File: src/rtl/xbs_pkg.sv
package xbs_pkg;

  typedef enum logic [1:0] {
    HI_PC   = 2'd0,
    HI_DPTR = 2'd1,
    HI_PORT = 2'd2
  } hi_src_e;

  typedef struct packed {
    logic xdata;
    logic tblrd;
    logic wide;
    logic ext;
    logic ale_off;
  } cyc_attr_t;

endpackage

File: src/rtl/xbs_phase.sv
module xbs_phase #(
  parameter int STATES = 6,
  parameter int CPS    = 2,
  localparam int SW    = (STATES > 1) ? $clog2(STATES) : 1,
  localparam int SUBW  = (CPS > 1) ? $clog2(CPS) : 1
) (
  input  logic          clk,
  input  logic          rst,
  output logic [SW-1:0] st_q,
  output logic [SW-1:0] st_d,
  output logic          wrap
);

  logic [SUBW-1:0] sub_q, sub_d;
  logic            sub_last, st_last;

  assign sub_last = (sub_q == SUBW'(CPS - 1));
  assign st_last  = (st_q == SW'(STATES - 1));
  assign wrap     = sub_last && st_last;

  always_comb begin
    sub_d = sub_last ? '0 : sub_q + SUBW'(1);
    st_d  = st_q;
    if (sub_last) st_d = st_last ? '0 : st_q + SW'(1);
  end

  always_ff @(posedge clk) begin
    if (rst) begin
      sub_q <= SUBW'(CPS - 1);
      st_q  <= SW'(STATES - 1);
    end else begin
      sub_q <= sub_d;
      st_q  <= st_d;
    end
  end

endmodule

File: src/rtl/xbs_attr.sv
module xbs_attr
  import xbs_pkg::*;
(
  input  logic      clk,
  input  logic      rst,
  input  logic      wrap,
  input  cyc_attr_t attr_i,
  output cyc_attr_t attr_q,
  output cyc_attr_t attr_d
);

  assign attr_d = wrap ? attr_i : attr_q;

  always_ff @(posedge clk) begin
    if (rst) attr_q <= '0;
    else     attr_q <= attr_d;
  end

endmodule

File: src/rtl/xbs_decode.sv
module xbs_decode
  import xbs_pkg::*;
#(
  parameter int STATES = 6,
  parameter int ALE_A  = 0,
  parameter int ALE_B  = 3,
  localparam int SW    = (STATES > 1) ? $clog2(STATES) : 1
) (
  input  logic [SW-1:0] st,
  input  cyc_attr_t     attr,
  output logic          ale,
  output logic          psen_n,
  output hi_src_e       hi_sel,
  output logic          lo_addr
);

  logic [STATES-1:0] addr_slot;
  logic [STATES-1:0] skip_slot;

  for (genvar s = 0; s < STATES; s++) begin : g_slot
    assign addr_slot[s] = (s == ALE_A) || (s == ALE_B);
    assign skip_slot[s] = (s == ALE_A);
  end

  logic slot, skip, ale_en;

  assign slot   = addr_slot[st];
  assign skip   = attr.xdata && skip_slot[st];
  assign ale_en = !attr.ale_off || attr.ext || attr.xdata || attr.tblrd;

  always_comb begin
    ale     = slot && ale_en && !skip;
    psen_n  = !(attr.ext && !attr.xdata && !slot);
    lo_addr = slot;
    if (!attr.xdata)    hi_sel = HI_PC;
    else if (attr.wide) hi_sel = HI_DPTR;
    else                hi_sel = HI_PORT;
  end

endmodule

File: src/rtl/xbus_strobe_gen.sv
module xbus_strobe_gen
  import xbs_pkg::*;
#(
  parameter int STATES      = 6,
  parameter int CPS         = 2,
  parameter int ALE_STATE_A = 0,
  parameter int ALE_STATE_B = 3
) (
  input  logic       clk,
  input  logic       rst,
  input  logic       xdata_i,
  input  logic       tblrd_i,
  input  logic       xdata_wide_i,
  input  logic       ext_exec_i,
  input  logic       ale_off_i,
  output logic       ale_o,
  output logic       psen_n_o,
  output logic [1:0] hi_sel_o,
  output logic       lo_addr_o
);

  localparam int SW = (STATES > 1) ? $clog2(STATES) : 1;

  logic [SW-1:0] st_q, st_d;
  logic          wrap;
  cyc_attr_t     attr_in, attr_q, attr_d;

  assign attr_in = '{xdata: xdata_i, tblrd: tblrd_i, wide: xdata_wide_i,
                     ext: ext_exec_i, ale_off: ale_off_i};

  xbs_phase #(.STATES(STATES), .CPS(CPS)) u_phase (
    .clk(clk), .rst(rst), .st_q(st_q), .st_d(st_d), .wrap(wrap)
  );

  xbs_attr u_attr (
    .clk(clk), .rst(rst), .wrap(wrap),
    .attr_i(attr_in), .attr_q(attr_q), .attr_d(attr_d)
  );

  logic    ale_n, psen_n_n, lo_n;
  hi_src_e hi_n;

  xbs_decode #(.STATES(STATES), .ALE_A(ALE_STATE_A), .ALE_B(ALE_STATE_B)) u_dec (
    .st(st_d), .attr(attr_d),
    .ale(ale_n), .psen_n(psen_n_n), .hi_sel(hi_n), .lo_addr(lo_n)
  );

  always_ff @(posedge clk) begin
    if (rst) begin
      ale_o     <= 1'b0;
      psen_n_o  <= 1'b1;
      hi_sel_o  <= HI_PC;
      lo_addr_o <= 1'b0;
    end else begin
      ale_o     <= ale_n;
      psen_n_o  <= psen_n_n;
      hi_sel_o  <= hi_n;
      lo_addr_o <= lo_n;
    end
  end

endmodule

File: config.mk
export PLATFORM = sky130hd
export DESIGN_NAME = xbus_strobe_gen
export DESIGN_NICKNAME = d
export VERILOG_FILES = /design/src/rtl/xbs_pkg.sv /design/src/rtl/xbs_phase.sv /design/src/rtl/xbs_attr.sv /design/src/rtl/xbs_decode.sv /design/src/rtl/xbus_strobe_gen.sv
export SDC_FILE = /design/constraint.sdc
export NUM_CORES = 1
export LEC_CHECK = 0
export CAP_MARGIN = 15
export CORE_MARGIN = 3
export CORE_UTILIZATION = 45
export CTS_CLUSTER_SIZE = 10
export DETAILED_ROUTE_END_ITERATION = 10
export GPL_TIMING_DRIVEN = 1
export PLACE_DENSITY = 0.71
export SETUP_SLACK_MARGIN = 0.02
export SLEW_MARGIN = 5
export SYNTH_ARGS = -nofsm -noshare
export SYNTH_HDL_FRONTEND = slang
export SYNTH_HIERARCHICAL = 1
export SYNTH_SLANG_ARGS = --single-unit
File: constraint.sdc
create_clock -name clk -period 2.65 [get_ports clk]
set_input_delay 0.265 -clock clk [delete_from_list [all_inputs] [get_ports clk]]
set_output_delay 0.265 -clock clk [all_outputs]
set_load 0.005 [all_outputs]
# --- Word-level counts from Yosys, hierarchy flattened ---
# Memories as Yosys holds them, arrays and structs flattened.
# Index checks and enable logic that the tools add are counted.
op_classes:
  addsub: 2
  bitwise: 1
  order_cmp: 1
  eq_ne: 1
  n_reduce_logical: 15
  mux: 7
ops:
  columns: ["op", "count"]
  rows:
  - ["$logic_and 1x1->1", 6]
  - ["$mux 3", 2]
  - ["$logic_not 1->1", 5]
  - ["$mux 5", 1]
  - ["$lt 3x4->1 const B", 1]
  - ["$add 3x1->3 const B", 1]
  - ["$eq 3x3->1 const B", 1]
  - ["$logic_or 1x1->1", 3]
  - ["$mux 1", 3]
  - ["$mux 2", 1]
  - ["$reduce_or 2->1", 1]
  - ["$add 1x1->1 const B", 1]
  - ["$not 1->1", 1]
totals:
  in_bits: 7
  romBits: 16
  register_bits: 14
  mem_count: 2
  output_inout_bits: 5
mem_list:
  columns: ["name", "words", "width", "read_ports", "rd_ports_with_merged_regs", "wr", "line_no", "source"]
  rows:
  - ["(name not given)", 8, 1, 1, 0, 0, "xbs_decode.sv:28", "assign skip = attr.xdata && skip_slot[st];"]
  - ["(name not given)", 8, 1, 1, 0, 0, "xbs_decode.sv:27", "assign slot = addr_slot[st];"]

# --- Longest topological paths before layout ---
# Gate-level depths: netlist of run 1.
depth:
  word_depth: 9
  ltp_mapped: 6
  ltp_nobuf: 6

# --- Cells and area by module ---
# The synthesis of run 1 kept the hierarchy.
by_module_without_submodules:
  columns: ["module", "area_each_um2", "cells_per_inst", "seq_area_each_um2", "instances"]
  rows:
  - ["xbs_attr", 200.2, 15, 100.1, 1]
  - ["xbs_phase", 181.4, 16, 80.1, 1]
  - ["xbus_strobe_gen", 141.4, 10, 100.1, 1]
  - ["xbs_decode", 65.1, 10, 0.0, 1]

# --- Least setup slack after synthesis of run 1 ---
# No wires, ideal clock.
synth_timing:
  path_kind: "register to register"
  from: "register u_phase.sub_q, in the netlist u_phase/sub_last"
  to: "register ale_o"
  arrival_time_ns: 1.649
  setup_ns: 0.116
  period_less_slack_ns: 1.764
  path_buffers: 0
  required_ns: 2.534
  setup_slack_ns: 0.886
  path_stages_with_launch: 6
  path_cell_list: "dfxtp_1 > and4b_2 > mux2_2 > nor4b_1 > a2111oi_1 > and2b_2"
synth_rtl:
  columns: ["element", "line_no", "source"]
  rows:
  - ["start: declaration", "xbs_phase.sv:14", "logic [SUBW-1:0] sub_q, sub_d;"]
  - ["start signal: assignment", "xbs_phase.sv:29", "sub_q <= SUBW'(CPS - 1);"]
  - ["start signal: assignment", "xbs_phase.sv:32", "sub_q <= sub_d;"]
  - ["end signal: assignment", "xbus_strobe_gen.sv:55", "ale_o <= ale_n;"]
  - ["end: declaration", "xbus_strobe_gen.sv:16", "output logic ale_o,"]

==> impl_metrics.ini, run 1 <==
[outcome]
status = finished clean

[floorplan]
coreArea_um2 = 1170
die_x_um = 42.2
die_h_um = 42.2
die-area_um2 = 1780
start_util = 0.502
fp-row-count = 12
num_io_pins = 12

[worst_hold_path]
hold_path_depth = 2
hp-class = reg2reg

[worst_setup_path]
startpoint_type = register
max_stage_delay_ns = 0.49
cp.required_ns = 2.82
critical_path_class = reg2reg
arrival_ns = 2.10
reg2reg_depth = 5
slowest_stage = dfxtp_1
path_cells = and4b_2 > mux2_2 > nor4b_1 > a2111oi_1 > and2b_2
critPathMaxFanout = 8
endpoint_kind = register

[clocking]
clock_sinks = 14
cts_hold_buf = 0
cts_tree = done
postCtsSetupRepairBufs = 0
cts_made_buffers = 3
htree_num_levels = 1
cts_resized = 0
clock_path_buffers = 2
clkTransAtPathRegs_ns = 0.07
cts_root_buffer = clkbuf_4
clk_latency_ns = 0.27

[cells_and_area]
drive_gt1_frac = 0.277
antenna_cells = 0
seqCellArea_um2 = 280
syn2layout_area_growth_pct = 25.5
n_fill_cell = 97
num-nets-final = 75
fin_area_um2 = 738
multi_input_area_um2 = 297

[global_route]
grt_use_total = 0.131
grtUsageMet2 = 0.198
busiest_layer = met2
antenna_found_initial = 0
grt_pass1_vias = 366
grt_start_max_net_pins = 15
use_met1 = 0.148
use_met3 = 0.0644
overflow = 0
grt_pass1_wl_mm = 1.66

[sta]
period_needed_ns = 1.93
setup_viol = 0
skew_ns = 0.00285
drv_slew = 0
period_share = 0.727
slew_headroom = 0.679
hold_violations = 0
worst-slew-pin-transition_ns = 0.480
max_freq_mhz = 519
final.setup.tns_ns = 0
rsz0062_at_grt = false

[drt]
avgRoutedWirePerCell_um = 12.7
drt_iter0_markers = 4
vias = 396
final_antenna_net_count = 0
drc = 0
vias_per_cell = 5.01
first_pass_iters = 2
totalWireLength_mm = 1.01

[yosys]
synthCells = 51
seq_area_frac_synth = 0.477
ys_warn_count = 6
syn_nets = 59
synth_cell_types = 23
netlist_area_um2 = 588
avgSynthCellArea_um2 = 11.5
ys_seq_elements = 14

[place]
post_dp_cell_area_um2 = 716
portBuffers = 11
hpwlAfterDp_um = 757
routabilityCongestion = 0.696

[power_and_ir_drop]
p_leak_nw = 0.316
cellPowerDensity_nw_per_um2 = 636
peakVddDrop_mv = 0.430
p_seq_frac = 0.521
p_comb_frac = 0.240
power.internal_w = 0.000355
p_clk_frac = 0.239
swShare = 0.244
p_sw_w = 0.000114

[job]
maxCapViolations = 0
-- final cells by class --
class / instances / area share
flip-flops and latches: 14 / 0.380
inverters: 3 / 0.0153
multi-input cells: 34 / 0.402
well taps: 14 / 0.0237
repair buffers: 11 / 0.149
clock buffers: 3 / 0.0305
-- through the flow --
| stage | power, W | hold WS (ns) | setup slack (ns) | std cells | utilization |
|---|---|---|---|---|---|
| 3_5_place_dp | 0.000363 | 0.579 | 0.709 | 76 | 0.611 |
| 4_1_cts | 0.000479 | 0.595 | 0.715 | 79 | 0.630 |
| 5_1_grt | 0.000498 | 0.623 | 0.613 | 79 | 0.630 |
| 3_3_place_gp | 0.000361 | 0.566 | 0.792 | 76 | 0.611 |
| 2_1_floorplan | 0.000321 | 0.329 | 0.886 | 51 | - |
| 6_report | 0.000470 | 0.599 | 0.724 | 79 | 0.630 |
-- cell families (layout without fill, tap and decap cells) --
| logic type | count (synthesis) | count (layout) | synth area share |
|---|---|---|---|
| DFF | 14 | 14 | 0.477 |
| and+or+nand+nor | 20 | 20 | 0.266 |
| muxes | 5 | 5 | 0.0957 |
| xor gates and xnor gates | 1 | 1 | 0.0149 |
| AOI/OAI and AO/OA | 7 | 7 | 0.106 |
| adders and majority gates | 1 | 1 | 0.0213 |
| buffers and inverters | 3 | 17 | 0.0191 |
-- power groups by stage --
stage,combinational (W),sequential [W],clock (W)
final,0.000113,0.000244,0.000112
after global placement,0.000112,0.000249,0
after floorplan,0.0000728,0.000248,0
after global routing,0.000124,0.000247,0.000126
after detailed placement,0.000113,0.000250,0
after CTS,0.000114,0.000245,0.000120
-- synth_stat cells --
library cell | count | share of area
a2111oi_1 | 1 | 0.017
a21bo_2 | 1 | 0.017
a21boi_2 | 1 | 0.019
a21oi_1 | 1 | 0.0085
a311o_1 | 1 | 0.017
a31o_2 | 1 | 0.015
and2_2 | 1 | 0.013
and2b_1 | 5 | 0.064
and2b_2 | 4 | 0.060
and4b_2 | 1 | 0.019
dfxtp_1 | 14 | 0.48
ha_1 | 1 | 0.021
inv_1 | 3 | 0.019
mux2_2 | 5 | 0.096
nand2_1 | 1 | 0.0064
nand4bb_1 | 1 | 0.019
nor2_1 | 2 | 0.013
nor2b_4 | 1 | 0.023
nor4b_1 | 1 | 0.015
o211ai_1 | 1 | 0.013
or2_1 | 2 | 0.021
or2b_1 | 1 | 0.013
xor2_1 | 1 | 0.015
-- registers in the layout (all words and copies together), names as in the netlist --
signal            cells
u_attr/attr_q         5
u_phase/sub_last      1
psen_n_o              1
u_phase/st_q          3
lo_addr_o             1
hi_sel_o              2
ale_o                 1
-- critical path, delay by kind of cell (launching register included) --
| family | cells | cell delay (ns) |
|---|---|---|
| AND/OR/NAND/NOR | 3 | 0.86 |
| AO/OA/AOI/OAI | 1 | 0.08 |
| flip-flops | 1 | 0.49 |
| multiplexers | 1 | 0.39 |
-- final timing paths --
path / startpoint / to / slack, ns
setup / recovery: u_phase/sub_last / ale_o / 0.72
hold / removal: u_attr/attr_q[3] / u_attr/attr_q[3] / 0.60
setup reg to reg: u_phase/sub_last / ale_o / 0.72
hold reg to reg: u_attr/attr_q[3] / u_attr/attr_q[3] / 0.60
-- placed cells by master, fill, tap and decap left out, drive strengths merged, types with 2 or more instances in the layout --
| cell | count |
|---|---|
| and2b | 9 |
| nor2 | 2 |
| dfxtp | 14 |
| clkbuf | 3 |
| mux2 | 5 |
| clkdlybuf4s50 | 11 |
| inv | 3 |
| or2 | 2 |
-- routing by layer --
| layer | share of wire | wire length, µm | vias up |
|---|---|---|---|
| met4 | 0.0089 | 9 | 0 |
| li1 | - | - | 206 |
| met2 | 0.48 | 488 | 11 |
| met5 | 0 | 0 | - |
| met1 | 0.45 | 457 | 177 |
| met3 | 0.052 | 52 | 2 |
No activity file was read; power rests on OpenSTA's default activity.
==> inputs of run 2 (changes only) <==
--- a/config.mk
+++ b/config.mk
@@ -7,11 +7,11 @@
 export LEC_CHECK = 0
 export CAP_MARGIN = 15
 export CORE_MARGIN = 3
-export CORE_UTILIZATION = 45
+export CORE_UTILIZATION = 42
 export CTS_CLUSTER_SIZE = 10
 export DETAILED_ROUTE_END_ITERATION = 10
 export GPL_TIMING_DRIVEN = 1
-export PLACE_DENSITY = 0.71
+export PLACE_DENSITY = 0.7
 export SETUP_SLACK_MARGIN = 0.02
 export SLEW_MARGIN = 5
 export SYNTH_ARGS = -nofsm -noshare
==> constraint.sdc (replaced) <==
create_clock -name clk -period 1.6 [get_ports clk]
set_input_delay 0.16 -clock clk [delete_from_list [all_inputs] [get_ports clk]]
set_output_delay 0.16 -clock clk [all_outputs]
set_load 0.005 [all_outputs]
==> run 2 against run 1 <==
  * The flow now finishes with violations (negative setup slack)
  * Routed wire length is 18% higher
  * Worst setup slack lost 0.81 ns
  * Die area rose by 6.1%
  * Combinational power grew 140%
  * Count of clock-buffer cells in the layout increased by 1
  * Critical path type unchanged
  * Sequential power grew 65%
  * Via count increased by 14%
  * Final area is 18% higher
==> impl_metrics.ini, run 2 (synthesis gave the netlist of run 1 again) <==
[outcome]
status = complete, but fails checks
failed_checks = negative setup slack

[cells_and_area]
syn2layout_area_growth_pct = 48.1
antenna_cells = 0
top_register = u_attr/attr_q
mostFrequentLayoutCells = clkdlybuf4s50_1, buf_4, dfxtp_1, and2b_1
fin_area_um2 = 871
drive_gt1_frac = 0.481
top_regs = u_attr/attr_q x5, u_phase/st_q x3, hi_sel_o x2
n_fill_cell = 97
seqCellArea_um2 = 288
largest_reg_flops = 5
num-nets-final = 86
stdcell_count = 91
multi_input_area_um2 = 325

[global_route]
grt_start_max_net_pins = 15
busiest_layer = met2
grt_pass1_wl_mm = 2.07
use_met1 = 0.183
grt_pass1_vias = 478
antenna_found_initial = 0
grtUsageMet2 = 0.242
overflow = 0
use_met3 = 0.0249
grt_use_total = 0.146

[clocking]
cts_root_buffer = clkbuf_4
cts_made_buffers = 3
clkTransAtPathRegs_ns = 0.09
cts_tree = done
clk_latency_ns = 0.27
cts_hold_buf = 0
clock_path_buffers = 2
clock_sinks = 14
htree_num_levels = 1

[floorplan]
fp-row-count = 12
die_h_um = 43.4
die_x_um = 43.4
start_util = 0.490
die-area_um2 = 1890
coreArea_um2 = 1200
num_io_pins = 12

[sta]
drv_slew = 0
hold_violations = 0
timing.hold.ws_ns = 0.592
slew_headroom = 0.692
max_freq_mhz = 594
rsz0062_at_grt = true
fin_ws_ns = -0.0822
setup_viol = 3
period_needed_ns = 1.68
skew_ns = 0.00324
worst-slew-pin-transition_ns = 0.460
period_share = 1.05

[place]
hpwlAfterDp_um = 827
routabilityCongestion = 0.695
portBuffers = 11
post_dp_cell_area_um2 = 791
placed_cells = 83

[power_and_ir_drop]
swShare = 0.246
p_comb_frac = 0.294
peakVddDrop_mv = 0.668
p_seq_frac = 0.434
p_clk_frac = 0.272
power.internal_w = 0.000699
cellPowerDensity_nw_per_um2 = 1070
p_leak_nw = 0.390
p_sw_w = 0.000228

[worst_setup_path]
endpoint_kind = register
startpoint_type = register
cp.required_ns = 1.78
arrival_ns = 1.86
path_cells = and4b_2 > mux2_4 > nor4b_2 > a2111oi_1 > and2b_2
critPathMaxFanout = 5
max_stage_delay_ns = 0.39
critPathBufInv = 0
critical_path_class = reg2reg
critPathTopFamily = simple AND/OR/NAND/NOR gates
slowest_stage = and4b_2

[worst_hold_path]
hp-class = reg2reg

[drt]
first_pass_iters = 4
vias_per_cell = 4.95
final_antenna_net_count = 0
drt_iter0_markers = 7
totalWireLength_mm = 1.19
vias = 450
drc = 0
avgRoutedWirePerCell_um = 13.1

[job]
maxCapViolations = 0
[run 2: per-layer routing]
layer	up-vias	part of all wire
met5	-	0
met4	0	0.0076
met3	2	0.043
met2	10	0.48
met1	208	0.46
li1	230	-
[run 2: per-stage QoR]
| stage | utilization | worst slack (ns) | total power, W | setup TNS (ns) |
|---|---|---|---|---|
| finish | 0.725 | -0.0822 | 0.000928 | -0.162 |
| global route | 0.725 | -0.133 | 0.000977 | -0.336 |
| CTS | 0.719 | -0.0805 | 0.000930 | -0.139 |
| detailed placement | 0.658 | -0.0895 | 0.000658 | -0.0895 |
| global placement | 0.658 | -0.0256 | 0.000653 | -0.0256 |
| floorplan | - | -0.00768 | 0.000544 | -0.00768 |
[run 2: final timing paths]
check / startpoint / endpoint / slack [ns] / cells after the start
worst max-delay path: u_phase/st_q[1] / ale_o / -0.08 / 5
worst min-delay path: u_attr/attr_q[3] / u_attr/attr_q[3] / 0.59 / 2
worst max register to register: u_phase/st_q[1] / ale_o / -0.08 / 5
worst min register to register: u_attr/attr_q[3] / u_attr/attr_q[3] / 0.59 / 2
[run 2: power by group through the flow]
stage          registers, W  logic, W  clock network [W]
2_1_floorplan      0.000411  0.000134                  0
3_3_place_gp       0.000409  0.000244                  0
3_5_place_dp       0.000411  0.000247                  0
4_1_cts            0.000401  0.000271           0.000258
5_1_grt            0.000407  0.000298           0.000272
6_report           0.000403  0.000273           0.000252
[run 2: area by class of cell]
type / count / share of cell area
clock buffer: 4 / 0.0417
timing repair buffer: 22 / 0.221
multi-input combinational: 34 / 0.374
inverter: 3 / 0.0129
tap: 14 / 0.0201
sequential: 14 / 0.330
[run 2: worst register-to-register path: stages, from the launching register on]
cell and delay [ns]:
dfxtp_2 0.33, and4b_2 0.39, mux2_4 0.33, nor4b_2 0.27, a2111oi_1 0.07, and2b_2 0.19
[run 2: timing repair]
item,4_1_cts,5_1_grt
gates resized for setup,4,1
setup buffers,4,0
cloned,0,0
endpoints found under the setup margin,1,5
pin swaps,2,0
